`config.mk`:
```
export PLATFORM = sky130hd
export DESIGN_NAME = tmr16_byte_access
export DESIGN_NICKNAME = d
export VERILOG_FILES = /design/src/rtl/tmr16_pkg.sv /design/src/rtl/tmr16_regif.sv /design/src/rtl/tmr16_counter.sv /design/src/rtl/tmr16_cmp_unit.sv /design/src/rtl/tmr16_byte_access.sv
export SDC_FILE = /design/constraint.sdc
export NUM_CORES = 1
export LEC_CHECK = 0
export ABC_AREA = 0
export BUFFER_PORTS_ARGS = -buffer_cell sky130_fd_sc_hd__buf_4
export CAP_MARGIN = 0
export CORE_ASPECT_RATIO = 1.5
export CORE_MARGIN = 2
export CORE_UTILIZATION = 64
export CTS_CLUSTER_SIZE = 14
export DETAILED_ROUTE_END_ITERATION = 8
export GPL_TIMING_DRIVEN = 0
export PLACE_DENSITY = 0.83
export SETUP_SLACK_MARGIN = 0.4
export SYNTH_ARGS = -nofsm -noshare
export SYNTH_HDL_FRONTEND = slang
export SYNTH_SLANG_ARGS = --single-unit
```
`constraint.sdc`:
```
create_clock -name clk -period 4.5 [get_ports clk]
set_clock_uncertainty 0.2 [all_clocks]
set_input_delay 0.225 -clock clk [delete_from_list [all_inputs] [get_ports clk]]
set_output_delay 0.225 -clock clk [all_outputs]
set_load 0.01 [all_outputs]
```
`src/rtl/tmr16_pkg.sv`:
```
package tmr16_pkg;
  // Target of a decoded byte access
  typedef enum logic [1:0] {
    TGT_NONE = 2'd0,
    TGT_CNT  = 2'd1,
    TGT_CMP  = 2'd2,
    TGT_FLAG = 2'd3
  } tgt_e;

  // Counter is always two bytes wide
  localparam int BYTES_PER_WORD = 2;
  // Offset of the first compare pair in the byte map
  localparam int CMP_PAIR_FIRST = 1;
endpackage

```
`src/rtl/tmr16_regif.sv`:
```
module tmr16_regif
  import tmr16_pkg::*;
#(
  parameter int          BYTE_W    = 8,
  parameter int          NUM_CMP   = 2,
  parameter logic [7:0]  BASE_ADDR = 8'h40
) (
  input  logic                               clk,
  input  logic                               rst_n,
  input  logic [7:0]                         addr,
  input  logic                               wr_en,
  input  logic [BYTE_W-1:0]                  wr_data,
  input  logic                               rd_en,
  output logic [BYTE_W-1:0]                  rd_data,
  input  logic [2*BYTE_W-1:0]                cnt_q,
  input  logic [NUM_CMP-1:0][2*BYTE_W-1:0]   cmp_q,
  input  logic [NUM_CMP-1:0]                 flag_q,
  output logic                               cnt_wr,
  output logic [NUM_CMP-1:0]                 cmp_wr,
  output logic [2*BYTE_W-1:0]                wr_word,
  output logic [NUM_CMP-1:0]                 flag_clr
);
  localparam int         WORD_W   = BYTES_PER_WORD * BYTE_W;
  localparam logic [7:0] FLAG_OFS = 8'(2 + 2 * NUM_CMP);

  logic [7:0]          off;
  logic                hi_sel;
  logic                hit_cnt;
  logic [NUM_CMP-1:0]  hit_cmp;
  logic                hit_pair;
  logic                hit_flag;
  tgt_e                tgt;
  logic [WORD_W-1:0]   pair_word;
  logic [BYTE_W-1:0]   temp_q, temp_d;
  logic                lo_write;

  // Address decode
  always_comb begin
    off      = addr - BASE_ADDR;
    hi_sel   = off[0];
    hit_cnt  = (off[7:1] == 7'd0);
    hit_cmp  = '0;
    pair_word = '0;
    if (hit_cnt) pair_word = cnt_q;
    for (int k = 0; k < NUM_CMP; k++) begin
      if (off[7:1] == 7'(k + CMP_PAIR_FIRST)) begin
        hit_cmp[k] = 1'b1;
        pair_word  = cmp_q[k];
      end
    end
    hit_pair = hit_cnt | (|hit_cmp);
    hit_flag = (off == FLAG_OFS);
    if (hit_cnt)        tgt = TGT_CNT;
    else if (|hit_cmp)  tgt = TGT_CMP;
    else if (hit_flag)  tgt = TGT_FLAG;
    else                tgt = TGT_NONE;
  end

  // Write strobes
  always_comb begin
    lo_write = wr_en & hit_pair & ~hi_sel;
    cnt_wr   = lo_write & (tgt == TGT_CNT);
    cmp_wr   = {NUM_CMP{lo_write}} & hit_cmp;
    wr_word  = {temp_q, wr_data};
    flag_clr = '0;
    if (wr_en && tgt == TGT_FLAG) flag_clr = wr_data[NUM_CMP-1:0];
  end

  // Read mux
  always_comb begin
    rd_data = '0;
    if (tgt == TGT_FLAG) begin
      rd_data[NUM_CMP-1:0] = flag_q;
    end else if (hit_pair) begin
      rd_data = hi_sel ? temp_q : pair_word[BYTE_W-1:0];
    end
  end

  // Shared holding byte: next state
  always_comb begin
    temp_d = temp_q;
    if (wr_en && hit_pair && hi_sel)
      temp_d = wr_data;
    else if (rd_en && !wr_en && hit_pair && !hi_sel)
      temp_d = pair_word[WORD_W-1:BYTE_W];
  end

  always_ff @(posedge clk or negedge rst_n) begin
    if (!rst_n) temp_q <= '0;
    else        temp_q <= temp_d;
  end

  assert_hi_write_loads_temp_R4: assert property (@(posedge clk) disable iff (!rst_n)
    (wr_en && hit_pair && hi_sel) |=> (temp_q == $past(wr_data)));

  assert_lo_read_snapshots_R5: assert property (@(posedge clk) disable iff (!rst_n)
    (rd_en && !wr_en && hit_pair && !hi_sel) |=> (temp_q == $past(pair_word[WORD_W-1:BYTE_W])));

  assert_one_target_R6: assert property (@(posedge clk) disable iff (!rst_n)
    $onehot0({cnt_wr, cmp_wr}));
endmodule

```
`src/rtl/tmr16_counter.sv`:
```
module tmr16_counter #(
  parameter int CNT_W = 16
) (
  input  logic             clk,
  input  logic             rst_n,
  input  logic             tick,
  input  logic             cnt_wr,
  input  logic [CNT_W-1:0] wr_word,
  output logic [CNT_W-1:0] cnt_q,
  output logic             blank_q
);
  localparam logic [CNT_W-1:0] CNT_MAX = '1;

  logic [CNT_W-1:0] cnt_d;
  logic             blank_d;

  always_comb begin
    cnt_d   = cnt_q;
    blank_d = blank_q;
    if (cnt_wr) begin
      cnt_d   = wr_word;
      blank_d = 1'b1;
    end else if (tick) begin
      cnt_d   = cnt_q + 1'b1;
      blank_d = 1'b0;
    end
  end

  always_ff @(posedge clk or negedge rst_n) begin
    if (!rst_n) begin
      cnt_q   <= '0;
      blank_q <= 1'b0;
    end else begin
      cnt_q   <= cnt_d;
      blank_q <= blank_d;
    end
  end

  assert_hold_no_tick_R2: assert property (@(posedge clk) disable iff (!rst_n)
    (!tick && !cnt_wr) |=> $stable(cnt_q));

  assert_wrap_R3: assert property (@(posedge clk) disable iff (!rst_n)
    (tick && !cnt_wr && cnt_q == CNT_MAX) |=> (cnt_q == '0));

  assert_write_wins_R11: assert property (@(posedge clk) disable iff (!rst_n)
    cnt_wr |=> (cnt_q == $past(wr_word)));

  assert_write_blanks_R10: assert property (@(posedge clk) disable iff (!rst_n)
    cnt_wr |=> blank_q);
endmodule

```
`src/rtl/tmr16_cmp_unit.sv`:
```
module tmr16_cmp_unit #(
  parameter int CNT_W = 16
) (
  input  logic             clk,
  input  logic             rst_n,
  input  logic             tick,
  input  logic             blank,
  input  logic             cnt_wr,
  input  logic [CNT_W-1:0] cnt_q,
  input  logic             cmp_wr,
  input  logic [CNT_W-1:0] wr_word,
  input  logic             flag_clr,
  output logic [CNT_W-1:0] cmp_q,
  output logic             flag_q,
  output logic             wave_q
);
  logic [CNT_W-1:0] cmp_d;
  logic             flag_d;
  logic             wave_d;
  logic             match_ev;

  always_comb begin
    match_ev = tick & ~blank & ~cnt_wr & (cnt_q == cmp_q);
    cmp_d    = cmp_wr ? wr_word : cmp_q;
    flag_d   = match_ev | (flag_q & ~flag_clr);
    wave_d   = wave_q ^ match_ev;
  end

  always_ff @(posedge clk or negedge rst_n) begin
    if (!rst_n) begin
      cmp_q  <= '0;
      flag_q <= 1'b0;
      wave_q <= 1'b0;
    end else begin
      cmp_q  <= cmp_d;
      flag_q <= flag_d;
      wave_q <= wave_d;
    end
  end

  assert_cmp_load_R4: assert property (@(posedge clk) disable iff (!rst_n)
    cmp_wr |=> (cmp_q == $past(wr_word)));

  assert_flag_sticky_R7: assert property (@(posedge clk) disable iff (!rst_n)
    (flag_q && !flag_clr) |=> flag_q);

  assert_flag_clear_R8: assert property (@(posedge clk) disable iff (!rst_n)
    (flag_clr && !tick) |=> !flag_q);

  assert_wave_idle_R9: assert property (@(posedge clk) disable iff (!rst_n)
    !tick |=> $stable(wave_q));

  assert_blank_tick_R10: assert property (@(posedge clk) disable iff (!rst_n)
    (tick && blank) |=> $stable(wave_q));
endmodule

```
`src/rtl/tmr16_byte_access.sv`:
```
module tmr16_byte_access #(
  parameter int         BYTE_W    = 8,
  parameter int         NUM_CMP   = 2,
  parameter logic [7:0] BASE_ADDR = 8'h40
) (
  input  logic               clk,
  input  logic               rst_n,
  input  logic               tick,
  input  logic [7:0]         bus_addr,
  input  logic               bus_wr,
  input  logic [BYTE_W-1:0]  bus_wdata,
  input  logic               bus_rd,
  output logic [BYTE_W-1:0]  bus_rdata,
  output logic [NUM_CMP-1:0] match_flag,
  output logic [NUM_CMP-1:0] wave_out
);
  localparam int CNT_W = 2 * BYTE_W;

  logic [1:0]                      rst_sync;
  logic                            rst_int_n;
  logic [CNT_W-1:0]                cnt_q;
  logic                            blank_q;
  logic                            cnt_wr;
  logic [CNT_W-1:0]                wr_word;
  logic [NUM_CMP-1:0]              cmp_wr;
  logic [NUM_CMP-1:0]              flag_clr;
  logic [NUM_CMP-1:0][CNT_W-1:0]   cmp_q;
  logic [NUM_CMP-1:0]              flag_q;
  logic [NUM_CMP-1:0]              wave_q;

  // Asynchronous assert, synchronous release
  always_ff @(posedge clk or negedge rst_n) begin
    if (!rst_n) rst_sync <= 2'b00;
    else        rst_sync <= {rst_sync[0], 1'b1};
  end
  assign rst_int_n = rst_sync[1];

  tmr16_regif #(
    .BYTE_W(BYTE_W), .NUM_CMP(NUM_CMP), .BASE_ADDR(BASE_ADDR)
  ) u_regif (
    .clk(clk), .rst_n(rst_int_n),
    .addr(bus_addr), .wr_en(bus_wr), .wr_data(bus_wdata),
    .rd_en(bus_rd), .rd_data(bus_rdata),
    .cnt_q(cnt_q), .cmp_q(cmp_q), .flag_q(flag_q),
    .cnt_wr(cnt_wr), .cmp_wr(cmp_wr), .wr_word(wr_word), .flag_clr(flag_clr)
  );

  tmr16_counter #(.CNT_W(CNT_W)) u_counter (
    .clk(clk), .rst_n(rst_int_n), .tick(tick),
    .cnt_wr(cnt_wr), .wr_word(wr_word),
    .cnt_q(cnt_q), .blank_q(blank_q)
  );

  for (genvar k = 0; k < NUM_CMP; k++) begin : g_cmp
    tmr16_cmp_unit #(.CNT_W(CNT_W)) u_cmp (
      .clk(clk), .rst_n(rst_int_n), .tick(tick),
      .blank(blank_q), .cnt_wr(cnt_wr), .cnt_q(cnt_q),
      .cmp_wr(cmp_wr[k]), .wr_word(wr_word), .flag_clr(flag_clr[k]),
      .cmp_q(cmp_q[k]), .flag_q(flag_q[k]), .wave_q(wave_q[k])
    );
  end

  assign match_flag = flag_q;
  assign wave_out   = wave_q;

  assert_reset_clean_R1: assert property (@(posedge clk) disable iff (!rst_n)
    $rose(rst_int_n) |-> (cnt_q == '0 && flag_q == '0 && wave_q == '0));
endmodule

```
# Word-level counts from Yosys, hierarchy flattened
# Index checks and enable logic that the tools add are counted.
# W data, S select, Z words.
dict set report totals {
  register_bits 63
  word_cells 70
  input_bits 21
  out_inout_bits 12
}
dict set report op_classes {
  n_addsub 2
  eq_ne 7
  reduce_logical 12
  bitwise 20
  n_mux 19
}
# cell count
set op_table {}
lappend op_table {{$mux W16} 5}
lappend op_table {{$eq A16 B16 Y1} 2}
lappend op_table {{$mux W8} 4}
lappend op_table {{$add A16 B1 Y16 const B} 1}
lappend op_table {{$mux W2} 5}
lappend op_table {{$and A1 B1 Y1} 9}
lappend op_table {{$eq A8 B3 Y1 const B} 1}
lappend op_table {{$sub A8 B7 Y8 const B} 1}
lappend op_table {{$eq A7 B1 Y1 const B} 1}
lappend op_table {{$eq A7 B2 Y1 const B} 1}
lappend op_table {{$logic_not A7 Y1} 1}
lappend op_table {{$logic_and A1 B1 Y1} 6}
lappend op_table {{$mux W6} 1}
lappend op_table {{$not A1 Y1} 5}
lappend op_table {{$mux W1} 4}
lappend op_table {{$reduce_bool A2 Y1} 2}
lappend op_table {{$or A1 B1 Y1} 3}
lappend op_table {{$and A2 B2 Y2} 1}
lappend op_table {{$eq A2 B1 Y1 const B} 1}
lappend op_table {{$eq A2 B2 Y1 const B} 1}
lappend op_table {{$logic_not A1 Y1} 2}
lappend op_table {{$reduce_or A2 Y1} 1}
lappend op_table {{$xor A1 B1 Y1} 2}

# Logic depth before layout (Yosys ltp)
dict set report depth {
  depth_word 12
  depth_mapped 8
  mapped_depth_nobuf 7
}

# Modules after synthesis
# Synthesis repeated with hierarchy kept, for this count alone.
dict set report hier_totals {
  hier_cells 376
  area_unflattened_um2 3866.2
}
# mod area_each_um2 instances cells_each seq_area_each_um2
set modules_own_cells {}
lappend modules_own_cells {tmr16_cmp_unit 844.6 2 62 450.4}
lappend modules_own_cells {tmr16_regif 1142.3 1 148 200.2}
lappend modules_own_cells {tmr16_counter 980.9 1 101 425.4}
lappend modules_own_cells {tmr16_byte_access 53.8 1 3 50.0}

# Worst setup path after synthesis
# Ideal clock, no wire load.
dict set report synth_timing {
  kind {input port to output port}
  startpoint {input bus_addr[7]}
  endpoint {output bus_rdata[7]}
  path_buffers 0
  arrival_ns 1.764
  required_ns 4.075
  setup_slack_ns 2.311
  cell_stages 7
  cell_sequence {inv_1 > ha_1 > or3b_1 > nor2_2 > nand2_1 > mux2i_1 > o22ai_1}
}
dict set report synth_via {
  elab_chain_cells 8
  elab_cells_between_ends 19
  cone_classes {add/sub: 1; eq/ne: 4; mux: 11; bitwise: 1; reduce/logical: 2}
}
# item line
set synth_lines {}
lappend synth_lines {{from (decl)} tmr16_byte_access.sv:9} ;# input logic [7:0] bus_addr,
lappend synth_lines {{$sub A8 B7 Y8 (*)} tmr16_regif.sv:39} ;# off = addr - BASE_ADDR;
lappend synth_lines {{$eq A7 B1 Y1, or another cell as far along} tmr16_regif.sv:46} ;# if (off[7:1] == 7'(k + CMP_PAIR_FIRST)) begin
lappend synth_lines {{$mux W1 / $mux W16 (equally long branches)} {tmr16_regif.sv:46, tmr16_regif.sv:44}}
lappend synth_lines {{$reduce_or A2 Y1 / $mux W16 (equally long branches)} {tmr16_regif.sv:51, tmr16_regif.sv:54, tmr16_regif.sv:46}}
lappend synth_lines {{$mux W2 / $mux W16 (equally long branches)} {tmr16_regif.sv:54, tmr16_regif.sv:46}}
lappend synth_lines {{$mux W2 / $mux W8 (equally long branches)} {tmr16_regif.sv:53, tmr16_regif.sv:75}}
lappend synth_lines {{$eq A2 B2 Y1 / $mux W8 (equally long branches)} {tmr16_regif.sv:72, tmr16_regif.sv:74}}
lappend synth_lines {{$mux W6 (*)} tmr16_regif.sv:72} ;# if (tgt == TGT_FLAG) begin
lappend synth_lines {{to (decl)} tmr16_byte_access.sv:13} ;# output logic [BYTE_W-1:0] bus_rdata,
# Every way passes the cells marked *; elsewhere a longest branch is shown, timed or not.

# Worst setup path in the final report
dict set report layout_timing {
  startpoint {input bus_addr[6]}
  endpoint {output bus_rdata[7]}
}
# Same word-level chain as after synthesis.

==> impl_metrics.py <==
metrics = {
    "synth": {
        "synth_cell_types": 46,
        "ys_warn_count": 0,
        "synth_top_family_by_area": "simple AND/OR/NAND/NOR gates",
        "ys_seq_area_frac": 0.4281,
        "async_flop_share": 1.000,
        "yosys.area_share.adder": 0.006796,
        "synth_edf_count": 0,
        "synthSimpleGateAreaFrac": 0.1431,
        "synth_top_area_frac": 0.4281,
        "netlist_area_sq_um": 3682,
        "syn_area_per_cell_sq_um": 9.899,
        "synth_flop_cell": "dfrtp_1",
        "netlist_instances": 372,
        "ys_ff_latch": 63,
        "synth_compound_area_frac": 0.1210,
        "synth_xor_area_frac": 0.1165,
        "synth_largest_area_cell": "dfrtp_1",
        "muxShareOfSynthArea": 0.1305,
        "syn_nets": 395,
        "yosys-top-cells-area": "dfrtp_1 (43%), mux2_2 (7.3%), xor2_1 (6.4%)",
    },
    "setup_path": {
        "cp_num_buf_inv": 2,
        "regToRegEndpoint": "u_counter.cnt_q[15]$_DFFE_PN0P_",
        "critPathTopFamily": "simple AND/OR/NAND/NOR gates",
        "cp.required_ns": 4.07,
        "crit_type": "in2out",
        "r2r_slack_ns": 2.17,
        "crit_path_start_kind": "input port",
        "path_cells": "buf_4 -> ha_1 -> or3b_1 -> nor2_2 -> nand2_1 -> mux2i_1 -> o22ai_1 -> buf_4",
        "crit_top_cell": "buf_4",
        "cp_data_arrival_time_ns": 2.18,
        "r2r_start": "u_counter.cnt_q[2]$_DFFE_PN0P_",
        "ff2ff_path_depth": 6,
        "crit_path_max_fanout": 6,
        "cpMaxStageDelayCell": "or3b_1",
        "slowest_delay_ns": 0.41,
        "worstSetupEndpointType": "primary output",
    },
    "floorplan": {
        "ios": 33,
        "dieHeight_um": 96.90,
        "die-area_sq_um": 6389,
        "core_area_sq_um": 5492,
        "num_rows": 33,
        "die_w_um": 65.94,
        "start_util": 0.6705,
    },
    "sta": {
        "final.min_clock_period_ns": 2.603,
        "slew_headroom": 0.6014,
        "setup_violations": 0,
        "rsz0062_at_grt": "no",
        "finalMaxSlewViolations": 0,
        "finalSetupTns_ns": 0,
        "worst_slack_ns": 1.897,
        "fmax_mhz": 384.1,
        "fin_crit_sh": 0.5785,
        "hold_viol": 0,
        "worst_pin_slew_ns": 0.5943,
    },
    "route": {
        "detail-route-antenna-nets": 0,
        "drt_iter0_drc": 336,
        "drc": 0,
        "avgRoutedWirePerCell_um": 19.77,
        "drt-total-wl_mm": 9.905,
        "vias": 3210,
        "first_pass_iters": 6,
        "vias_per_cell": 6.407,
    },
    "power": {
        "p_leak_nw": 2.053,
        "power_density_nw_per_um2": 376.1,
        "peakVddDrop_uv": 317.2,
    },
    "job": {
        "maxCapViolations": 0,
    },
    "cts": {
        "clk_latency_ns": 0.36,
        "cts_root_buf": "clkbuf_8",
        "clkTransAtPathRegs_ns": 0.07,
        "tritoncts": "yes",
        "htree_levels": 3,
        "post_cts_buffers": 0,
        "clock_sinks": 63,
        "clockBufferDepth": 2,
        "cts_made_buffers": 9,
    },
    "place": {
        "hpwl_mm": 7.004,
        "place_congestion": 0.9480,
        "post-place-ws_ns": 1.957,
        "dp_cells": 475,
        "numPortBuffers": 32,
    },
    "global_routing": {
        "grt_pass1_wl_mm": 16.02,
        "grt_usage": 0.3329,
        "grt_overflow": 0,
        "antenna_found_initial": 0,
        "grt_max_degree": 42,
        "grt_pass1_vias": 3254,
    },
    "layout": {
        "num_antenna_cells": 0,
        "nNetsFinal": 449,
        "layout-drive-gt1-share": 0.2227,
        "syn_to_final_growth_pct": 16.89,
        "stdcell_count": 501,
    },
    "hold_path": {
        "worstHoldPathType": "reg2async",
    },
    "run_status": {
        "outcome": "finished clean",
    },
}
==> registers in the layout, indices dropped and copies added, names as in the netlist <==
signal,count
g_cmp.u_cmp.flag_q,2
u_counter.cnt_q,16
u_regif.temp_q,8
g_cmp.u_cmp.wave_q,2
rst_sync,2
g_cmp.u_cmp.cmp_q,32
u_counter.blank_q,1
==> per-layer routing <==
metal | track usage | up-vias | share of wire
li1 | - | 1427 | -
met1 | 0.3911 | 1571 | 0.37
met2 | 0.5439 | 153 | 0.50
met3 | 0.06628 | 59 | 0.064
met4 | 0.2072 | 0 | 0.066
met5 | 0 | - | 0
==> how the worst max path moves through the flow <==
stage	start	to	slack, ns	depth (start not counted)
2_1_floorplan	bus_addr[7]	bus_rdata[7]	2.31	7
3_3_place_gp	rst_sync[1]$_DFF_PN0_	u_counter.cnt_q[10]$_DFFE_PN0P_	1.78	0
3_5_place_dp	bus_addr[6]	g_cmp[0].u_cmp.cmp_q[10]$_DFFE_PN0P_	1.96	7
4_1_cts	bus_addr[6]	bus_rdata[7]	1.95	8
5_1_grt	bus_addr[6]	bus_rdata[3]	1.75	8
6_report	bus_addr[6]	bus_rdata[7]	1.90	8
==> worst reg2reg max path, stage by stage, from the launching register on <==
cell	delay, ns
dfrtp_1	0.33
clkbuf_1	0.39
and4_1	0.35
nand4_1	0.21
or4_1	0.49
xor2_1	0.16
a21oi_1	0.13
==> cells in the final DEF (no fill, tap or decap), types with 3 or more instances in the layout <==
master,count
dfrtp_1,62
nor4_1,4
o22ai_1,12
and3_1,3
mux2_2,24
nor2b_1,3
inv_1,12
a22oi_1,6
nor2_1,29
nand4_1,13
o21ai_0,18
clkbuf_1,21
a21oi_1,24
xor2_1,27
mux2i_1,12
buf_4,36
buf_2,3
nand2_1,24
dlygate4sd3_1,10
xnor2_1,22
clkbuf_8,9
nand3_1,5
mux2_4,6
a222oi_1,5
clkinv_2,3
==> layout make-up <==
class | count | area [sq um]
buffer | 31 | 150.1
clock buffer | 9 | 123.9
clock inverter | 7 | 48.80
fill | 354 | 1187
inverter | 12 | 45.04
multi-input combinational | 266 | 1911
sequential | 63 | 1578
tap | 70 | 87.58
timing repair buffer | 43 | 360.3
==> where the power goes <==
| group | internal [mW] | switching, mW |
|---|---|---|
| combinational | 0.203 | 0.256 |
| sequential | 0.637 | 0.0839 |
| clock | 0.200 | 0.239 |
| total | 1.04 | 0.578 |
==> cell families after synthesis <==
family,count (synthesis)
compound gates,73
xor+xnor,49
fa+ha+maj,2
buf+inv,43
flops,63
mux,42
other cells,1
simple gates,99
==> timing repair <==
item	in CTS	in global routing
endpoints found under the hold margin	26	0
gates resized for setup	0	0
hold buffers	10	0
==> cells in the mapped netlist (3+ instances only) <==
cell	instances
a21oi_1	24
a222oi_1	5
a22oi_1	6
and3_1	3
buf_2	3
buf_4	4
clkbuf_1	21
dfrtp_1	63
inv_1	12
mux2_2	24
mux2_4	6
mux2i_1	12
nand2_1	24
nand3_1	5
nand4_1	13
nor2_1	29
nor2b_1	3
nor4_1	4
o21ai_0	18
o22ai_1	12
xnor2_1	22
xor2_1	27
==> through the flow <==
stage / util / hold slack, ns / area [sq um] / power (mW)
after global placement: 0.7302 / -0.1938 / 4010 / 1.149
after floorplan: - / -0.2706 / 3682 / 1.017
after CTS: 0.7838 / 0.05115 / 4304 / 1.601
after detailed placement: 0.7341 / -0.1925 / 4031 / 1.167
final: 0.7838 / 0.03522 / 4304 / 1.619
after global routing: 0.7838 / 0.07781 / 4304 / 1.687
No activity file was read; power rests on OpenSTA's default activity.
